==> config.mk <==
export PLATFORM = sky130hd
export DESIGN_NAME = bus_eff_mon
export DESIGN_NICKNAME = d
export VERILOG_FILES = /design/src/rtl/bem_pkg.sv /design/src/rtl/bem_classify.sv /design/src/rtl/bem_sat_cnt.sv /design/src/rtl/bem_burst_track.sv /design/src/rtl/bus_eff_mon.sv
export SDC_FILE = /design/constraint.sdc
export NUM_CORES = 1
export LEC_CHECK = 0
export ABC_AREA = 1
export CORE_UTILIZATION = 60
export DETAILED_ROUTE_END_ITERATION = 6
export GPL_ROUTABILITY_DRIVEN = 0
export PLACE_DENSITY = 0.95
export SYNTH_ARGS = -nofsm -noshare
export SYNTH_HDL_FRONTEND = slang
export SYNTH_SLANG_ARGS = --single-unit
==> constraint.sdc <==
create_clock -name clk -period 3.4 [get_ports clk]
set_input_delay 0.51 -clock clk [delete_from_list [all_inputs] [get_ports clk]]
set_output_delay 0.51 -clock clk [all_outputs]
set_load 0.05 [all_outputs]
==> src/rtl/bem_pkg.sv <==
package bem_pkg;
  localparam logic [1:0] TR_IDLE = 2'b00;
  localparam logic [1:0] TR_BUSY = 2'b01;
  localparam logic [1:0] TR_NSEQ = 2'b10;
  localparam logic [1:0] TR_SEQ  = 2'b11;

  // event vector positions
  localparam int unsigned EV_IDLE = 0;
  localparam int unsigned EV_BUSY = 1;
  localparam int unsigned EV_WAIT = 2;
  localparam int unsigned EV_BEAT = 3;
  localparam int unsigned EV_OVH  = 4;
  localparam int unsigned NUM_EV  = 5;
endpackage

==> src/rtl/bem_classify.sv <==
module bem_classify
  import bem_pkg::*;
(
  input  logic              clk,
  input  logic              rst_n,
  input  logic [1:0]        htrans_i,
  input  logic              hready_i,
  output logic [NUM_EV-1:0] ev_o
);
  // a data phase is outstanding after an accepted NONSEQ or SEQ
  logic dphase_q;

  always_ff @(posedge clk or negedge rst_n) begin
    if (!rst_n)        dphase_q <= 1'b0;
    else if (hready_i) dphase_q <= htrans_i[1];
  end

  always_comb begin
    ev_o          = '0;
    ev_o[EV_BEAT] = dphase_q && hready_i;
    ev_o[EV_WAIT] = dphase_q && !hready_i;
    ev_o[EV_OVH]  = hready_i && (htrans_i == TR_NSEQ);
    ev_o[EV_BUSY] = hready_i && (htrans_i == TR_BUSY);
    ev_o[EV_IDLE] = !dphase_q && (htrans_i == TR_IDLE);
  end
endmodule

==> src/rtl/bem_sat_cnt.sv <==
module bem_sat_cnt #(
  parameter int unsigned W = 32
) (
  input  logic         clk,
  input  logic         rst_n,
  input  logic         clr_i,
  input  logic         inc_i,
  output logic [W-1:0] q_o
);
  localparam logic [W-1:0] TOP = '1;

  always_ff @(posedge clk or negedge rst_n) begin
    if (!rst_n)                    q_o <= '0;
    else if (clr_i)                q_o <= '0;
    else if (inc_i && q_o != TOP)  q_o <= q_o + 1'b1;
  end
endmodule

==> src/rtl/bem_burst_track.sv <==
module bem_burst_track
  import bem_pkg::*;
#(
  parameter int unsigned CW = 32
) (
  input  logic          clk,
  input  logic          rst_n,
  input  logic          clr_i,
  input  logic [1:0]    htrans_i,
  input  logic [2:0]    hburst_i,
  input  logic          hready_i,
  input  logic          hwrite_i,
  input  logic          beat_i,
  output logic [CW-1:0] last_beats_o,
  output logic [CW-1:0] last_cycles_o,
  output logic [2:0]    last_burst_o,
  output logic          last_write_o,
  output logic          done_o
);
  localparam logic [CW-1:0] TOP = '1;

  logic          open_q;
  logic [CW-1:0] beats_q, cyc_q, beats_nx, cyc_nx;
  logic [2:0]    kind_q;
  logic          wr_q;
  logic          start_hit, close_hit;

  assign start_hit = hready_i && (htrans_i == TR_NSEQ);
  assign close_hit = open_q && hready_i &&
                     (htrans_i == TR_IDLE || htrans_i == TR_NSEQ);
  assign beats_nx  = (beat_i && beats_q != TOP) ? beats_q + 1'b1 : beats_q;
  assign cyc_nx    = (cyc_q != TOP) ? cyc_q + 1'b1 : cyc_q;

  always_ff @(posedge clk or negedge rst_n) begin
    if (!rst_n) begin
      open_q <= 1'b0; beats_q <= '0; cyc_q <= '0; kind_q <= '0; wr_q <= 1'b0;
      last_beats_o <= '0; last_cycles_o <= '0; last_burst_o <= '0;
      last_write_o <= 1'b0; done_o <= 1'b0;
    end else if (clr_i) begin
      open_q <= 1'b0; beats_q <= '0; cyc_q <= '0; kind_q <= '0; wr_q <= 1'b0;
      last_beats_o <= '0; last_cycles_o <= '0; last_burst_o <= '0;
      last_write_o <= 1'b0; done_o <= 1'b0;
    end else begin
      done_o <= close_hit;
      if (close_hit) begin
        last_beats_o  <= beats_nx;
        last_cycles_o <= cyc_nx;
        last_burst_o  <= kind_q;
        last_write_o  <= wr_q;
      end
      if (start_hit) begin
        open_q  <= 1'b1;
        beats_q <= '0;
        cyc_q   <= {{(CW-1){1'b0}}, 1'b1};
        kind_q  <= hburst_i;
        wr_q    <= hwrite_i;
      end else if (close_hit) begin
        open_q  <= 1'b0;
      end else if (open_q) begin
        beats_q <= beats_nx;
        cyc_q   <= cyc_nx;
      end
    end
  end
endmodule

==> src/rtl/bus_eff_mon.sv <==
module bus_eff_mon
  import bem_pkg::*;
#(
  parameter int unsigned CW = 32
) (
  input  logic          clk,
  input  logic          rst_n,
  input  logic          clr_i,
  input  logic [1:0]    htrans_i,
  input  logic [2:0]    hburst_i,
  input  logic          hready_i,
  input  logic          hwrite_i,
  output logic [CW-1:0] ovh_cnt_o,
  output logic [CW-1:0] beat_cnt_o,
  output logic [CW-1:0] wait_cnt_o,
  output logic [CW-1:0] busy_cnt_o,
  output logic [CW-1:0] idle_cnt_o,
  output logic [CW-1:0] last_beats_o,
  output logic [CW-1:0] last_cycles_o,
  output logic [2:0]    last_burst_o,
  output logic          last_write_o,
  output logic          done_o
);
  logic [NUM_EV-1:0] ev;
  logic [CW-1:0]     cnt [NUM_EV];

  bem_classify u_cls (
    .clk(clk), .rst_n(rst_n), .htrans_i(htrans_i), .hready_i(hready_i), .ev_o(ev)
  );

  for (genvar g = 0; g < NUM_EV; g++) begin : g_cnt
    bem_sat_cnt #(.W(CW)) u_cnt (
      .clk(clk), .rst_n(rst_n), .clr_i(clr_i), .inc_i(ev[g]), .q_o(cnt[g])
    );
  end

  assign ovh_cnt_o  = cnt[EV_OVH];
  assign beat_cnt_o = cnt[EV_BEAT];
  assign wait_cnt_o = cnt[EV_WAIT];
  assign busy_cnt_o = cnt[EV_BUSY];
  assign idle_cnt_o = cnt[EV_IDLE];

  bem_burst_track #(.CW(CW)) u_trk (
    .clk(clk), .rst_n(rst_n), .clr_i(clr_i), .htrans_i(htrans_i),
    .hburst_i(hburst_i), .hready_i(hready_i), .hwrite_i(hwrite_i),
    .beat_i(ev[EV_BEAT]), .last_beats_o(last_beats_o),
    .last_cycles_o(last_cycles_o), .last_burst_o(last_burst_o),
    .last_write_o(last_write_o), .done_o(done_o)
  );
endmodule

* After elaboration in Yosys (flattened, before gate mapping)
Cells that the tools add are included.
** Storage, ports and cells
- Input bits :: 10
- Latch bits :: 0
- ROM bits :: 0
- RAM bits :: 0
- Memories :: 0
- Word-level logic and storage cells :: 96
- Register bits :: 299
** Cells by class
- Eq/ne operators :: 10
- Order comparisons :: 0
- Multipliers :: 0
- Divide/modulo/power cells :: 0
- Bitwise logic cells :: 0
- Reduce and logical (&&, ||, !) cells :: 27
- Add/sub/neg operators :: 7
- Muxes and demuxes :: 36
- Shifts and indexed selects :: 0
** Operators by type and width (number)
- $mux W32 :: 24
- $add A32 B1 Y32 const B :: 7
- $ne A32 B32 Y1 const B :: 7
- $reduce_bool A2 Y1 :: 7
- $logic_and A1 B1 Y1 :: 13
- $mux W3 :: 4
- $mux W1 :: 8
- $reduce_bool A3 Y1 :: 2
- $ne A3 B3 Y1 const B :: 1
- $eq A2 B1 Y1 const B :: 1
- $eq A2 B2 Y1 const B :: 1
- $logic_not A1 Y1 :: 2
- $logic_not A2 Y1 :: 1
- $reduce_and A2 Y1 :: 1
- $logic_or A1 B1 Y1 :: 1

* Longest topological paths before layout
- Word-level depth :: 7
- Depth in mapped cells :: 12
- Gate-level depth less buffers :: 11

* By module
A second synthesis with hierarchy kept.
** Second synthesis, totals
- Cell total of the unflattened synthesis :: 2858
- Area, all modules :: 18929.4 um^2
** By module, submodules not included
- bem_sat_cnt :: times used 5, area an instance 2243.4 um^2, cells an instance 345
- bem_burst_track :: times used 1, area an instance 7632.3 um^2, cells an instance 1118
- bem_classify :: times used 1, area an instance 80.1 um^2, cells an instance 15

* Worst setup path after synthesis
Ideal clock, no wire load.
- Path kind :: register to register
- From :: register g_cnt[0].u_cnt.q_o[0]
- To :: register g_cnt[0].u_cnt.q_o[28]
- Period minus slack after synthesis :: 2.149 ns
- Data required time :: 3.272 ns
- Stages on the path, launching flop included :: 12
- Path buffers :: 1
- Setup slack :: 1.251 ns
- Data arrival time :: 2.021 ns
- Cells stage by stage :: dfrtp_1 -> ha_1 -> inv_1 -> nor2_4 -> nand2_1 -> nor2_2 -> nand2_1 -> nand2_1 -> nand2_1 -> inv_2 -> clkbuf_2 -> o21ai_0
** Between the ends
- Word-level cells in the longest chain between the ends :: 3
- Elaborated cells between the ends (all ways) :: 6
** RTL lines
- start: declaration :: line bem_sat_cnt.sv:8 : output logic [W-1:0] q_o
- start signal: assignment :: line bem_sat_cnt.sv:15 : else if (inc_i && q_o != TOP) q_o <= q_o + 1'b1;
- $add A32 B1 Y32 / $ne A32 B32 Y1 (equally long branches) :: line bem_sat_cnt.sv:15
- $mux W32 / $logic_and A1 B1 Y1 (equally long branches) :: line bem_sat_cnt.sv:15
- $mux W32 / $reduce_bool A2 Y1 (equally long branches)
Several ways; a longest one is shown, not always the timed one. The select of a mux whose other input is x is not followed.
A chain may end at the register's enable or synchronous reset.

* Final worst setup path
- From :: register g_cnt[2].u_cnt.q_o[0]
- To :: register g_cnt[2].u_cnt.q_o[0]
** Between the ends
- Word-level cells in the longest chain between the ends :: 3
- Elaborated cells between the ends (all ways) :: 6
** RTL lines (line)
- start: declaration :: bem_sat_cnt.sv:8
- start signal: assignment :: bem_sat_cnt.sv:15
- $add A32 B1 Y32 / $ne A32 B32 Y1 (equally long branches) :: bem_sat_cnt.sv:15
- $mux W32 / $logic_and A1 B1 Y1 (equally long branches) :: bem_sat_cnt.sv:15
- $mux W32 / $reduce_bool A2 Y1 (equally long branches)
Several ways; a longest one is shown, not always the timed one. The select of a mux whose other input is x is not followed.

==> reports/metrics.cfg <==
[layout]
final_cell_mix=nand2_1 (1,225), nor2_1 (425), dfrtp_1 (299)
drive_above_1_share=0.04051
num_antenna_cells=0
finalNonFillerCells=3451
syn_to_final_growth_pct=20.48
layout_commonest_cell=nand2_1
final_nets=3056

[critical_path]
worstPathArrival_ns=3.11
worstSetupStartpointType=register
crit_required_ns=3.80
worstPathMaxFanout=24
path_class=reg2reg
endpoint_kind=register

[placed_design]
dp.cells=3393
hpwlAfterDp_mm=38.41
port_buffers=238

[grt]
track_usage=0.3534
grt_pass1_wl_mm=90.19
grt_max_degree=94
grt_pass1_vias=19089
grt_antenna_before_repair=0
globalRouteOverflowTotal=0

[synth]
synth_nets=2837
synth_seq_cells=299
syn-cell-area_mm2=0.01844
synth_async_sr_flop_share=1.000
ys_types=34
ys.flop_type=dfrtp_1
ys_seq_area_frac=0.4058
syn-instance-count=2820
ys_warn_count=0
synth-edff-count=0
syn_area_per_cell_um2=6.539

[power]
powerDensity_mw_per_mm2=352.5
p_leak_uw=0.009913
ir_drop_mv=0.3731

[timing]
finalCriticalPeriod_ns=2.706
relSlewSlack=0.4073
tns_ns=0
drv_slew=0
setup_viol=0
worstMarginPinSlew_ns=0.8869
period_share=0.7958
rsz0062_at_grt=no
fmax_mhz=369.6
finalClockSkew_ns=0.01395
hold_violations=0

[die]
dieArea_mm2=0.03144
die_w_um=177.3
rows=63
io_pins=239
start_util=0.6156
coreArea_mm2=0.02995
die_h_um=177.3

[drt]
drtPass1Iterations=7
routedWlPerCell_um=16.03
viasPerCell=5.748
drc_errors=7
wl_mm=55.33
first_iter_violations=2195
final_antenna_net_count=0
vias=19835

[clock_network]
cts_max_level=2
cts_buffers=34
path_clk_slew_ns=0.06
numClockSinks=299
post_cts_buffers=0
cts_root_buffer=clkbuf_16
cts_buffer_depth=3
ctsHoldBuffers=0
cts_resized=0
insertion_delay_ns=0.51
tritoncts=built

[min_path]
hold_class=in2async

[outcome]
status=finished with violations
violations=design-rule violations

[job]
cap_violations=0

-- power breakdown --
part	internal [uW]	switching, uW
clock	2310	1470
combinational	87.2	359
sequential	3580	27.6
total	5980	1860
-- registers in the layout, indices dropped and copies added (netlist names) --
signal,count
g_cnt.u_cnt.q_o,160
u_cls.dphase_q,1
u_trk.beats_q,32
u_trk.cyc_q,32
u_trk.done_o,1
u_trk.kind_q,3
u_trk.last_beats_o,32
u_trk.last_burst_o,3
u_trk.last_cycles_o,32
u_trk.last_write_o,1
u_trk.open_q,1
u_trk.wr_q,1
-- path summary, 6_finish.rpt --
kind,slack (ns),startpoint,to,depth (start not counted)
setup / recovery,0.69,g_cnt[2].u_cnt.q_o[0]$_DFFE_PN0P_,g_cnt[2].u_cnt.q_o[0]$_DFFE_PN0P_,10
hold / removal,0.03,rst_n,u_trk.cyc_q[24]$_DFFE_PN0P_,1
setup reg to reg,0.69,g_cnt[2].u_cnt.q_o[0]$_DFFE_PN0P_,g_cnt[2].u_cnt.q_o[0]$_DFFE_PN0P_,10
hold reg to reg,0.48,u_trk.last_beats_o[3]$_DFFE_PN0P_,u_trk.last_beats_o[3]$_DFFE_PN0P_,2
max in group asynchronous,2.35,rst_n,g_cnt[4].u_cnt.q_o[29]$_DFFE_PN0P_,2
min in group clk,0.37,clr_i,u_trk.done_o$_DFF_PN0_,2
-- worst max-delay path, stage by stage, from the launching register on --
cell and delay [ns]:
dfrtp_1 0.44, ha_1 0.31, inv_1 0.11, nor2_4 0.19, nand2_2 0.13, nor2_4 0.16, a21oi_2 0.07, buf_4 0.22
inv_1 0.08, nand2_1 0.50, o21ai_0 0.38
-- layer usage --
layer  track usage  vias to the layer above  part of all wire
met5             0                        -                 0
met4        0.1681                        0             0.046
met3       0.07134                      254              0.11
met2        0.5848                     1263              0.46
met1        0.4429                     9120              0.38
li1              -                     9198                 -
-- cells by family (layout without fill, tap and decap cells) --
family,Yosys count,after routing,synth area share
buffers and inverters,298,539,0.06914
AO/OA/AOI/OAI,127,127,0.03583
adder cells (fa/ha/maj),7,7,0.004749
flip-flops,299,299,0.4058
AND/OR/NAND/NOR,1992,1992,0.4385
XOR/XNOR,97,97,0.04607
-- cell usage after synthesis, drive strengths merged, types with 8 or more instances --
cell	n	area, um^2
clkbuf	31	127.6
nand3	259	1296
o21ai	117	585.6
xor2	58	508.0
nor2	442	1769
nand4	33	206.5
nor3	8	40.04
dfrtp	299	7482
buf	47	321.6
nand2	1245	4738
xnor2	39	341.6
inv	219	822.0
-- final cells by class --
| class | instances | area (um^2) |
|---|---|---|
| Multi-Input combinational cell | 2223 | 9691 |
| Fill cell | 2170 | 7736 |
| Sequential cell | 299 | 7482 |
| Timing Repair Buffer | 261 | 2580 |
| Clock buffer | 51 | 1025 |
| Inverter | 220 | 827.0 |
| Tap cell | 390 | 488.0 |
| Clock inverter | 7 | 125.1 |
-- per-stage QoR --
step	worst slack [ns]	util	cell area, um^2	hold slack (ns)	total power, uW
after floorplan	1.251	-	18440	0.2144	3939
after global placement	0.7506	0.7033	21070	0.4621	4094
after detailed placement	0.6726	0.7033	21070	0.4641	4109
after CTS	0.7833	0.7417	22220	0.04394	7863
after global routing	0.4390	0.7417	22220	0.06981	8045
final	0.6942	0.7417	22220	0.02557	7833
No activity file was read; power rests on OpenSTA's default activity.
